`src/rtl/icc_pkg.sv`:
```
package icc_pkg;

    // Width of one channel's half of the shared registers
    localparam int FIELD_W     = 16;
    // Error cause range inside a channel field
    localparam int ERR_LO      = 4;
    localparam int ERR_HI      = 9;
    // Error cause that never counts as fatal
    localparam int NONFATAL_IX = 4;
    // End-of-chain cause position
    localparam int EOC_IX      = 0;

    typedef logic [FIELD_W-1:0] field_t;

    typedef struct packed {
        logic irq;
        logic fatal;
    } ch_flags_t;

    // Bits of a field that contribute to the fatal indication
    function automatic field_t fatal_sel();
        field_t m;
        m = '0;
        for (int i = ERR_LO; i <= ERR_HI; i++) begin
            if (i != NONFATAL_IX) m[i] = 1'b1;
        end
        return m;
    endfunction

    // Next cause value: the keep mask removes bits written as zero, new events win
    function automatic field_t cause_next(field_t cur, field_t keep, field_t evt);
        return (cur & keep) | evt;
    endfunction

endpackage

```
`src/rtl/icc_cause_field.sv`:
```
module icc_cause_field
    import icc_pkg::*;
(
    input  logic   clk,
    input  logic   rst,
    input  field_t evt_i,
    input  logic   wr_i,
    input  field_t wdata_i,
    output field_t cause_o
);

    field_t cause_q;
    field_t keep;

    always_comb begin
        keep = wr_i ? wdata_i : '1;
    end

    always_ff @(posedge clk) begin
        if (rst) cause_q <= '0;
        else     cause_q <= cause_next(cause_q, keep, evt_i);
    end

    assign cause_o = cause_q;

    AST_CLEAR_ZERO: assert property (@(posedge clk) disable iff (rst)
        wr_i |=> ((cause_q & ~$past(wdata_i) & ~$past(evt_i)) == '0));

    AST_HOLD_NO_WRITE: assert property (@(posedge clk) disable iff (rst)
        !wr_i |=> ((cause_q & $past(cause_q)) == $past(cause_q)));

    AST_KEEP_ONES: assert property (@(posedge clk) disable iff (rst)
        wr_i |=> ((cause_q & $past(cause_q) & $past(wdata_i)) == ($past(cause_q) & $past(wdata_i))));

    AST_EVENT_WINS: assert property (@(posedge clk) disable iff (rst)
        (evt_i != '0) |=> ((cause_q & $past(evt_i)) == $past(evt_i)));

endmodule

```
`src/rtl/icc_mask_field.sv`:
```
module icc_mask_field
    import icc_pkg::*;
(
    input  logic   clk,
    input  logic   rst,
    input  logic   wr_i,
    input  field_t wdata_i,
    output field_t mask_o
);

    field_t mask_q;

    always_ff @(posedge clk) begin
        if (rst)       mask_q <= '0;
        else if (wr_i) mask_q <= wdata_i;
    end

    assign mask_o = mask_q;

    AST_MASK_LOAD: assert property (@(posedge clk) disable iff (rst)
        wr_i |=> (mask_q == $past(wdata_i)));

    AST_MASK_STABLE: assert property (@(posedge clk) disable iff (rst)
        !wr_i |=> $stable(mask_q));

endmodule

```
`src/rtl/icc_flag_gen.sv`:
```
module icc_flag_gen
    import icc_pkg::*;
(
    input  logic      clk,
    input  logic      rst,
    input  field_t    cause_i,
    input  field_t    mask_i,
    output ch_flags_t flags_o
);

    localparam field_t FATAL_SEL = fatal_sel();

    ch_flags_t flags_q;
    ch_flags_t flags_d;

    always_comb begin
        flags_d.irq   = |(cause_i & mask_i);
        flags_d.fatal = |(cause_i & FATAL_SEL);
    end

    always_ff @(posedge clk) begin
        if (rst) flags_q <= '0;
        else     flags_q <= flags_d;
    end

    assign flags_o = flags_q;

    AST_IRQ_LAG: assert property (@(posedge clk) disable iff (rst)
        ((cause_i & mask_i) != '0) |=> flags_o.irq);

    AST_IRQ_QUIET: assert property (@(posedge clk) disable iff (rst)
        ((cause_i & mask_i) == '0) |=> !flags_o.irq);

    AST_NONFATAL_IGNORED: assert property (@(posedge clk) disable iff (rst)
        ((cause_i[ERR_HI:ERR_LO+1]) == '0) |=> !flags_o.fatal);

    AST_FATAL_SEEN: assert property (@(posedge clk) disable iff (rst)
        ((cause_i[ERR_HI:ERR_LO+1]) != '0) |=> flags_o.fatal);

endmodule

```
`src/rtl/icc_dual_cause.sv`:
```
module icc_dual_cause
    import icc_pkg::*;
#(
    parameter int NUM_CH = 2,
    localparam int REG_W = NUM_CH * FIELD_W
) (
    input  logic              clk,
    input  logic              rst,
    input  logic [REG_W-1:0]  evt_i,
    input  logic              cause_wr_i,
    input  logic              mask_wr_i,
    input  logic [REG_W-1:0]  wdata_i,
    output logic [REG_W-1:0]  cause_o,
    output logic [REG_W-1:0]  mask_o,
    output logic [NUM_CH-1:0] irq_o,
    output logic [NUM_CH-1:0] fatal_o
);

    for (genvar ch = 0; ch < NUM_CH; ch++) begin : g_ch
        localparam int LO = ch * FIELD_W;

        field_t    cause_f;
        field_t    mask_f;
        ch_flags_t flags;

        icc_cause_field u_cause (
            .clk     (clk),
            .rst     (rst),
            .evt_i   (evt_i[LO +: FIELD_W]),
            .wr_i    (cause_wr_i),
            .wdata_i (wdata_i[LO +: FIELD_W]),
            .cause_o (cause_f)
        );

        icc_mask_field u_mask (
            .clk     (clk),
            .rst     (rst),
            .wr_i    (mask_wr_i),
            .wdata_i (wdata_i[LO +: FIELD_W]),
            .mask_o  (mask_f)
        );

        icc_flag_gen u_flags (
            .clk     (clk),
            .rst     (rst),
            .cause_i (cause_f),
            .mask_i  (mask_f),
            .flags_o (flags)
        );

        assign cause_o[LO +: FIELD_W] = cause_f;
        assign mask_o[LO +: FIELD_W]  = mask_f;
        assign irq_o[ch]   = flags.irq;
        assign fatal_o[ch] = flags.fatal;
    end

    AST_RESET_CLEAR: assert property (@(posedge clk)
        rst |=> (cause_o == '0 && mask_o == '0 && irq_o == '0 && fatal_o == '0));

    AST_EOC_ACK_SCOPE: assert property (@(posedge clk) disable iff (rst)
        (cause_wr_i && evt_i == '0 && wdata_i == ~{{(REG_W-1){1'b0}}, 1'b1})
        |=> (cause_o == ($past(cause_o) & ~{{(REG_W-1){1'b0}}, 1'b1})));

endmodule

```
`config.mk`:
```
export PLATFORM = sky130hd
export DESIGN_NAME = icc_dual_cause
export DESIGN_NICKNAME = d
export VERILOG_FILES = /design/src/rtl/icc_pkg.sv /design/src/rtl/icc_cause_field.sv /design/src/rtl/icc_mask_field.sv /design/src/rtl/icc_flag_gen.sv /design/src/rtl/icc_dual_cause.sv
export SDC_FILE = /design/constraint.sdc
export NUM_CORES = 1
export LEC_CHECK = 0
export BUFFER_PORTS_ARGS = -buffer_cell sky130_fd_sc_hd__buf_2
export CORE_MARGIN = 4
export CORE_UTILIZATION = 35
export DETAILED_ROUTE_END_ITERATION = 10
export HOLD_SLACK_MARGIN = 0.02
export SETUP_SLACK_MARGIN = 0.02
export SYNTH_ARGS = -nofsm -noshare
export SYNTH_HDL_FRONTEND = slang
export SYNTH_SLANG_ARGS = --single-unit
```
`constraint.sdc`:
```
create_clock -name clk -period 1.4 [get_ports clk]
set_input_delay 0.21 -clock clk [delete_from_list [all_inputs] [get_ports clk]]
set_output_delay 0.21 -clock clk [all_outputs]
set_load 0.02 [all_outputs]
```
==> impl_metrics.json <==
{
  "period_share": 0.814,
  "period_minus_slack_ps": 1140,
  "cts_buffers": 9,
  "place_area_sq_mm": 0.00334,
  "io_buffer_count": 135,
  "startpoint_type": "flip-flop",
  "drive_gt1_frac": 0.380,
  "synth_cell_types": 16,
  "dr.first_iter.drc_count": 79,
  "core_sq_mm": 0.00694,
  "clk_pin_slew_ps": 70,
  "grt_pass1_vias": 2280,
  "p_per_area_mw_per_mm2": 1270,
  "dp_hpwl_um": 5120,
  "cts_sinks": 68,
  "cp-end-kind": "flip-flop",
  "leakage_nw": 1.77,
  "slowest_stage": "dfxtp_1",
  "hold_path_class": "primary input to flip-flop",
  "drv_slew": 0,
  "relSlewSlack": 0.778,
  "yosys-top-cells-area": "dfxtp_1 53%, mux2i_1 13%, nor2_1 9.7%",
  "ant_nets": 0,
  "cts.hold.buffers_added": 0,
  "drc": 0,
  "wl_per_cell_um": 14.1,
  "status": "finished clean",
  "crit_family": "compound AO/OA/AOI/OAI gates",
  "via_per_inst": 4.64,
  "ys_seq_area_frac": 0.532,
  "yosysTopAreaCell": "dfxtp_1",
  "wl_um": 7080,
  "tightestPinTransition_ps": 333,
  "synth.net_count": 337,
  "start_util": 0.369,
  "die_x_um": 93.5,
  "antenna_found_initial": 0,
  "cp.required_ps": 1600,
  "hold_violations": 0,
  "critPathMaxFanout": 4,
  "rows": 30,
  "setup_violations": 0,
  "crit_path_cell_trace": "a22o_1 > a221oi_2 > and3_1 > a31oi_1",
  "grt.total_usage": 0.164,
  "grt_pass1_wl_um": 11200,
  "fin_nets": 471,
  "critPathKind": "flip-flop to flip-flop",
  "grt_setup_unrepaired": "no",
  "clkLatencyLatePin_ps": 330,
  "netlist_instances": 269,
  "avgSynthCellArea_sq_um": 9.52,
  "cap_violations": 0,
  "grt_overflow": 0,
  "firstDrtPassIters": 4,
  "post_cts_resized": 0,
  "layout_setup_ws_ps": 260,
  "area_delta_synth_final_pct": 38.3,
  "cts_root_buf": "clkbuf_8",
  "cp_num_buf_inv": 0,
  "final.setup.tns_ps": 0,
  "cts_htree_levels": 3,
  "crit_path_max_incr_delay_ps": 340,
  "ys_ff_latch": 68,
  "die_y_um": 93.5,
  "peakVddDrop_mv": 0.556,
  "arrival_ps": 1340,
  "tritoncts": "built",
  "dr_total_vias": 2341,
  "synth_warnings": 0,
  "fp.dieArea_sq_mm": 0.00875,
  "ios": 136,
  "synth_area_sq_mm": 0.00256,
  "place_congestion": 0.747,
  "fmax_mhz": 877,
  "fin_skew_ps": 3.57,
  "cts_buffer_depth": 2,
  "fin_area_sq_mm": 0.00354,
  "post-cts-setup-buffer-count": 0,
  "pre_cts_ws_ps": 243,
  "grt_max_degree": 69,
  "synth.top_cell.area_share": 0.532,
  "n_antenna_cell": 0
}
-- synth_stat cells --
cell and number:
nor3_1 2, a221oi_1 4, clkbuf_2 1, buf_2 7, nand2b_1 32, a31oi_1 2
a22o_1 6, and3_1 2, dfxtp_1 68, a22oi_1 4, nor2_1 66, a221oi_2 2
buf_4 3, mux2i_1 32, clkbuf_1 4, a21oi_1 34
-- stage by stage --
stage                util  std cells  hold WS (ps)  power [mW]
finish              0.510        504          86.2        4.51
global route        0.510        504          62.7        4.75
detailed placement  0.481        488           421        2.95
global placement    0.481        488           413        2.95
CTS                 0.510        504          65.1        4.59
floorplan               -        269           327        2.63
-- final cells by class --
cell class | instances | area (sq um)
fillers | 687 | 3400
flip-flops and latches | 68 | 1360
multi-input cells | 186 | 1120
repair buffers | 138 | 736
clock buffers | 12 | 155
well taps | 96 | 120
clock inverters | 4 | 47.5
-- per-layer routing --
metal | vias up | global-route usage | share of wire
li1 | 1181 | - | -
met1 | 1044 | 0.212 | 0.45
met2 | 111 | 0.246 | 0.43
met3 | 5 | 0.0716 | 0.12
met4 | 0 | 0.0476 | 0.0086
met5 | - | 0 | 0
-- cell usage in the layout, fill, tap and decap left out --
master / count
nor2_1: 66
clkbuf_1: 1
a221oi_1: 4
a21oi_1: 34
buf_2: 135
buf_12: 3
mux2i_1: 32
a22oi_1: 4
clkinvlp_4: 1
a31oi_1: 2
clkbuf_8: 11
a22o_1: 6
bufinv_16: 1
dfxtp_1: 68
clkinv_2: 2
and3_1: 2
a221oi_2: 2
nor3_1: 2
nand2b_1: 32
-- worst paths after layout --
path                                 end  cells past startpoint  slack [ps]                  startpoint
min reg2reg   g_ch[0].u_cause.cause_o[1]                      2         510  g_ch[0].u_cause.cause_o[1]
min          g_ch[1].u_cause.cause_o[14]                      3          90                   evt_i[30]
max reg2reg   g_ch[1].u_flags.flags_o[1]                      4         260  g_ch[1].u_cause.cause_o[5]
max           g_ch[1].u_flags.flags_o[1]                      4         260  g_ch[1].u_cause.cause_o[5]
-- where the power goes --
group          switching, mW  internal (mW)  total, mW
logic                  0.415          0.309      0.724
registers              0.105           2.07       2.17
clock network          0.701          0.915       1.62
-- cells by family after synthesis --
kind of cell	Yosys count	share of synthesized area
AOI/OAI and AO/OA	52	0.129
buffers and inverters	15	0.0303
DFF	68	0.532
muxes	32	0.125
and+or+nand+nor	102	0.184
-- registers in the layout, indices dropped and copies added, names as in the netlist --
signal                count
g_ch.u_cause.cause_o     32
g_ch.u_flags.flags_o      4
g_ch.u_mask.mask_o       32
-- worst reg2reg max path, cell delays in order, from the launching register on --
cell,delay (ps)
dfxtp_1,340
a22o_1,240
a221oi_2,190
and3_1,190
a31oi_1,60
No activity file was read; power rests on OpenSTA's default activity.
